[config.mk]
export PLATFORM = sky130hd
export DESIGN_NAME = serial_mgmt_master
export DESIGN_NICKNAME = d
export VERILOG_FILES = /design/src/rtl/smm_pkg.sv /design/src/rtl/smm_phase.sv /design/src/rtl/smm_frame.sv /design/src/rtl/smm_capture.sv /design/src/rtl/serial_mgmt_master.sv
export SDC_FILE = /design/constraint.sdc
export NUM_CORES = 1
export LEC_CHECK = 0
export BUFFER_PORTS_ARGS = -buffer_cell sky130_fd_sc_hd__clkbuf_2
export CORE_UTILIZATION = 25
export DETAILED_ROUTE_END_ITERATION = 8
export PLACE_DENSITY = 0.44
export SYNTH_ARGS = -nofsm -noshare
export SYNTH_HDL_FRONTEND = slang
export SYNTH_SLANG_ARGS = --single-unit
[constraint.sdc]
create_clock -name clk -period 4.59 [get_ports clk]
set_input_delay 1.377 -clock clk [delete_from_list [all_inputs] [get_ports clk]]
set_output_delay 1.377 -clock clk [all_outputs]
set_load 0.01 [all_outputs]
[src/rtl/smm_pkg.sv]
package smm_pkg;
  localparam int PKT_W    = 16;
  localparam int NUM_PKT  = 4;
  localparam int TXN_BITS = PKT_W * NUM_PKT;
  localparam int BIT_W    = $clog2(TXN_BITS);
  localparam int DEV_W    = 6;
  localparam int ADDR_W   = 12;
  localparam int CMD_BITS = 2;

  localparam logic [3:0] OP_WR = 4'b0001;
  localparam logic [3:0] OP_RD = 4'b0010;

  typedef struct packed {
    logic              rd;
    logic              bcast;
    logic [DEV_W-1:0]  dev;
    logic [ADDR_W-1:0] addr;
    logic [PKT_W-1:0]  wdata;
  } smm_req_t;

  function automatic logic [PKT_W-1:0] head_word(smm_req_t r);
    return {(r.rd ? OP_RD : OP_WR), r.bcast, r.dev, 5'b0};
  endfunction
endpackage

[src/rtl/smm_phase.sv]
module smm_phase #(
  parameter int DIV = 8,
  localparam int PH_W = $clog2(DIV),
  localparam int HALF = DIV / 2
) (
  input  logic clk,
  input  logic rst,
  input  logic start_i,
  input  logic run_i,
  output logic wrap_o,
  output logic high_o,
  output logic mid_o
);
  logic [PH_W-1:0] ph;

  assign wrap_o = (ph == PH_W'(DIV - 1));
  assign high_o = (ph < PH_W'(HALF));
  assign mid_o  = (ph == PH_W'(HALF));

  always_ff @(posedge clk) begin
    if (rst || start_i) ph <= '0;
    else if (run_i)     ph <= wrap_o ? '0 : ph + 1'b1;
  end

  assert_phase_range_R2: assert property (@(posedge clk) disable iff (rst)
    ph <= PH_W'(DIV - 1));
  assert_phase_hold_R2: assert property (@(posedge clk) disable iff (rst)
    (!run_i && !start_i) |=> $stable(ph));
endmodule

[src/rtl/smm_frame.sv]
module smm_frame
  import smm_pkg::*;
(
  input  logic             clk,
  input  logic             rst,
  input  logic             load_i,
  input  logic             busy_i,
  input  smm_req_t         req_i,
  input  logic [BIT_W-1:0] idx_i,
  output logic             bit_o,
  output logic             is_rd_o
);
  logic [NUM_PKT-1:0][PKT_W-1:0] words;
  logic                          rd_q;

  always_ff @(posedge clk) begin
    if (rst) begin
      words <= '0;
      rd_q  <= 1'b0;
    end else if (load_i) begin
      words[0] <= head_word(req_i);
      words[1] <= {{(PKT_W-ADDR_W){1'b0}}, req_i.addr};
      words[2] <= req_i.rd ? '0 : req_i.wdata;
      words[3] <= '0;
      rd_q     <= req_i.rd;
    end
  end

  assign bit_o   = words[idx_i[BIT_W-1:4]][~idx_i[3:0]];
  assign is_rd_o = rd_q;

  assert_no_load_busy_R11: assert property (@(posedge clk) disable iff (rst)
    busy_i |-> !load_i);
  assert_frame_hold_R11: assert property (@(posedge clk) disable iff (rst)
    busy_i |=> $stable(words));
endmodule

[src/rtl/smm_capture.sv]
module smm_capture
  import smm_pkg::*;
(
  input  logic             clk,
  input  logic             rst,
  input  logic             shift_i,
  input  logic             sdi_i,
  input  logic             commit_i,
  output logic [PKT_W-1:0] rdata_o
);
  logic [PKT_W-1:0] sh;

  always_ff @(posedge clk) begin
    if (rst) begin
      sh      <= '0;
      rdata_o <= '0;
    end else begin
      if (shift_i)  sh      <= {sh[PKT_W-2:0], sdi_i};
      if (commit_i) rdata_o <= sh;
    end
  end

  assert_rdata_commit_R9: assert property (@(posedge clk) disable iff (rst)
    !$stable(rdata_o) |-> $past(commit_i));
  assert_no_shift_commit_R8: assert property (@(posedge clk) disable iff (rst)
    commit_i |-> !shift_i);
endmodule

[src/rtl/serial_mgmt_master.sv]
module serial_mgmt_master
  import smm_pkg::*;
#(
  parameter int DIV = 8
) (
  input  logic        clk,
  input  logic        rst,
  input  logic        req_valid,
  input  logic        req_read,
  input  logic [5:0]  req_dev,
  input  logic        req_bcast,
  input  logic [11:0] req_addr,
  input  logic [15:0] req_wdata,
  output logic        busy,
  output logic        done,
  output logic [15:0] rdata,
  output logic        sck,
  output logic        cmd,
  output logic        sdo,
  input  logic        sdi
);
  localparam logic [BIT_W-1:0] LAST_BIT = BIT_W'(TXN_BITS - 1);

  logic             accept, run_r, fin_r, finish;
  logic [BIT_W-1:0] bitc;
  logic             wrap, high, mid;
  logic             frame_bit, is_rd, shift_en;
  smm_req_t         req;

  assign req    = '{rd: req_read, bcast: req_bcast, dev: req_dev,
                    addr: req_addr, wdata: req_wdata};
  assign accept = req_valid && !busy;
  assign finish = run_r && wrap && (bitc == LAST_BIT);

  smm_phase #(.DIV(DIV)) u_phase (
    .clk(clk), .rst(rst), .start_i(accept), .run_i(run_r),
    .wrap_o(wrap), .high_o(high), .mid_o(mid)
  );

  smm_frame u_frame (
    .clk(clk), .rst(rst), .load_i(accept), .busy_i(busy), .req_i(req),
    .idx_i(bitc), .bit_o(frame_bit), .is_rd_o(is_rd)
  );

  assign shift_en = run_r && mid && is_rd && (bitc[BIT_W-1:4] == 2'd3);

  smm_capture u_cap (
    .clk(clk), .rst(rst), .shift_i(shift_en), .sdi_i(sdi),
    .commit_i(fin_r && is_rd), .rdata_o(rdata)
  );

  always_ff @(posedge clk) begin
    if (rst) begin
      run_r <= 1'b0;
      bitc  <= '0;
      fin_r <= 1'b0;
      done  <= 1'b0;
      busy  <= 1'b0;
      sck   <= 1'b0;
      cmd   <= 1'b0;
      sdo   <= 1'b0;
    end else begin
      if (accept) begin
        run_r <= 1'b1;
        bitc  <= '0;
      end else if (run_r && wrap) begin
        if (bitc == LAST_BIT) run_r <= 1'b0;
        else                  bitc  <= bitc + 1'b1;
      end
      fin_r <= finish;
      done  <= fin_r;
      if (accept)     busy <= 1'b1;
      else if (fin_r) busy <= 1'b0;
      sck <= run_r && high;
      cmd <= run_r && (bitc < BIT_W'(CMD_BITS));
      sdo <= run_r && frame_bit;
    end
  end

  assert_done_pulse_R10: assert property (@(posedge clk) disable iff (rst)
    done |=> !done);
  assert_done_idle_R10: assert property (@(posedge clk) disable iff (rst)
    done |-> (!busy && !sck));
  assert_sdo_on_rise_R3: assert property (@(posedge clk) disable iff (rst)
    !$stable(sdo) |-> $rose(sck));
  assert_cmd_start_R4: assert property (@(posedge clk) disable iff (rst)
    $rose(cmd) |-> $rose(sck));
  assert_idle_quiet_R2: assert property (@(posedge clk) disable iff (rst)
    !busy |-> (!sck && !cmd && !sdo));
endmodule

==> flow_metrics.tcl <==
set metrics [dict create \
    status "finished clean" \
    grt_pass1_wl_microns 13420 \
    std_cell_rows 42 \
    cp_max_fo 26 \
    cts_tree "done" \
    area_growth_pct 21.30 \
    ctsHoldBuffers 0 \
    synth_area_leaders "dfxtp_1 (50%), nand2_1 (9.4%), mux2i_1 (7.1%), a21oi_1 (6.5%), nor2_1 (3.6%)" \
    final_cells 616 \
    yosys_warnings 0 \
    p_sw_mw 0.3473 \
    pin_count 61 \
    async_flop_share_pct 0 \
    drv_slew 0 \
    end_kind "flop" \
    leakage_nw 1.542 \
    fin_crit_sh_pct 62.72 \
    synth_compound_area_share_pct 15.04 \
    dr.pass1.iters 4 \
    place.gp.congestion 0.7699 \
    track_usage_pct 12.16 \
    synth_edf_count 0 \
    post_drt_wl_per_cell_microns 12.88 \
    hold_violations 0 \
    r2r_slack_ns 2.17 \
    via_count 2730 \
    setup_ws_ns 1.711 \
    tightest_slew_ns 1.064 \
    syn_inst 389 \
    synth_xor_area_share_pct 1.037 \
    rr_worst_depth 4 \
    min_path_cells 2 \
    ys.flop_type "dfxtp_1" \
    synth_top_family_by_area "simple AND/OR/NAND/NOR gates" \
    die-height_microns 118.2 \
    antenna_left 0 \
    sw_frac_of_total_pct 21.84 \
    cts_resized 0 \
    clock_skew_ns 0.005620 \
    path_class "in -> reg" \
    dp_slack_ns 1.295 \
    grt_antenna_before_repair 0 \
    synth-seq-cells 85 \
    synthMuxAreaShare_pct 8.111 \
    synthAdderAreaFrac_pct 1.481 \
    drt_iter0_drc 146 \
    setup_viol_count_final 0 \
    cp-startpoint "req_valid" \
    finalCriticalPeriod_ns 2.879 \
    syn_area_sq_um 3378 \
    die_area_sq_um 13980 \
    n_antenna_cell 0 \
    final_util_pct 31.07 \
    synthSimpleGateAreaFrac_pct 18.81 \
    dp_hpwl_microns 5601 \
    grt_pass1_vias 2777 \
    initial_core_util_pct 25.61 \
    place.port_buffers 60 \
    clkSlewWorstSetupHoldPaths_ns 0.06 \
    nFillCells 1441 \
    clock.fmax_mhz 347.4 \
    htree_levels 3 \
    netlist_top_cells_count "dfxtp_1 (85), nand2_1 (85), a21oi_1 (44)" \
    cts_buffer_depth 2 \
    hold_start "u_frame.words[26]" \
    tns_ns 0 \
    syn_nets 433 \
    synth_cell_type_count 39 \
    drive_gt1_share_pct 18.64 \
    vdd_drop_max_uv 176.7 \
    holdCritPathClass "reg -> reg" \
    core_area_sq_um 13190 \
    regToRegStartpoint "bitc[5]" \
    final_nets 480 \
    synth_top_cell_by_area "dfxtp_1" \
    max-slew-margin-rel_pct 28.99 \
    yosysSeqAreaShare_pct 50.37 \
    insertion_delay_ns 0.34 \
    startpoint_type "input pin" \
    postCtsSetupRepairBufs 0 \
    p_total_mw 1.590 \
    rsz0062_at_grt "no" \
    p_comb_share_pct 5.1 \
    vias_per_cell 4.432 \
    p_seq_share_pct 48.4 \
    dpl.cell_count 601 \
    grt_max_degree 58 \
    die_x_microns 118.2 \
    clockRootBuffer "clkbuf_16" \
    drc 0 \
    cap_violations 0 \
    syn-mean-instance-area_sq_um 8.684 \
    timing.rr.end "u_cap.sh[8]" \
    synth_top_area_share_pct 50.37 \
    cp.required_ns 4.84 \
    critical_path_arrival_ns 3.13 \
    hold_end "u_frame.words[26]" \
    cts.sinks 85 \
    internal_power_mw 1.243 \
    overflow 0 \
    power.density_nw_per_um2 388.0 \
    wl_microns 7934 \
    clkPwrFrac_pct 46.5 \
    cts_buffers 9 \
]
## worst max-delay path, stage by stage
cell and delay [ns]:
clkbuf_2 0.08, nand2b_1 0.50, nor3_2 0.94, nand2_1 0.13, o21ai_0 0.10
## flip-flops by register name, indices dropped and copies added, names as in the netlist
name	count
bitc	6
u_cap.rdata_o	16
u_phase.ph	3
u_frame.words	36
cmd	1
sck	1
sdo	1
fin_r	1
u_cap.sh	16
u_frame.is_rd_o	1
busy	1
run_r	1
done	1
## power by group through the flow
stage               combinational, mW  sequential [mW]  clock, mW
floorplan                      0.0517            0.782          0
global placement               0.0821            0.786          0
detailed placement             0.0828            0.786          0
CTS                            0.0833            0.770      0.766
global route                   0.0924            0.772      0.800
finish                         0.0811            0.770      0.739
## per-stage QoR
| step | hold WS, ns | instance area (sq um) |
|---|---|---|
| floorplan | 0.4312 | 3378 |
| global placement | 0.4465 | 3789 |
| detailed placement | 0.4442 | 3789 |
| CTS | 0.4527 | 4098 |
| global route | 0.4714 | 4098 |
| finish | 0.4522 | 4098 |
## cells in the final DEF (no fill, tap or decap), drive strengths merged, types with 3 or more instances in the layout
cell type  count
nand2b         7
nor2          33
dfxtp         85
nand3          6
o21ai         11
xnor2          3
a21oi         44
mux2i         24
o221ai         5
ha             4
inv           14
a22o          10
nor2b          3
nor3           8
nand2         85
clkbuf        71
## cells by family (layout without fill, tap and decap cells)
logic type | Yosys count | count (layout)
and+or+nand+nor | 150 | 150
DFF | 85 | 85
AOI/OAI and AO/OA | 81 | 81
buffers and inverters | 39 | 90
muxes | 26 | 26
adders and majority gates | 4 | 4
xor gates and xnor gates | 4 | 4
## how the worst max path moves through the flow
stage,end,slack [ns],cells past startpoint
floorplan,u_cap.sh[10],2.22,4
global placement,u_frame.words[41],1.41,4
detailed placement,u_frame.words[39],1.30,5
CTS,u_frame.words[39],1.66,5
global route,u_frame.words[39],1.50,5
finish,u_frame.words[36],1.71,5
## layout make-up
type	instances	area [sq um]	area share [%]
Tap cell	176	220.2	5.374
Sequential cell	85	1702	41.53
Inverter	13	48.80	1.191
Clock inverter	4	56.30	1.374
Timing Repair Buffer	62	315.3	7.695
Multi-Input combinational cell	265	1503	36.67
Clock buffer	11	252.7	6.168
## layer usage
layer	part of all wire [%]	GRT usage [%]
met2	44	18.46
met3	6.2	4.875
met1	49	15.38
met4	1.4	4.567
met5	0	0
(Power assumes the default switching activity.)
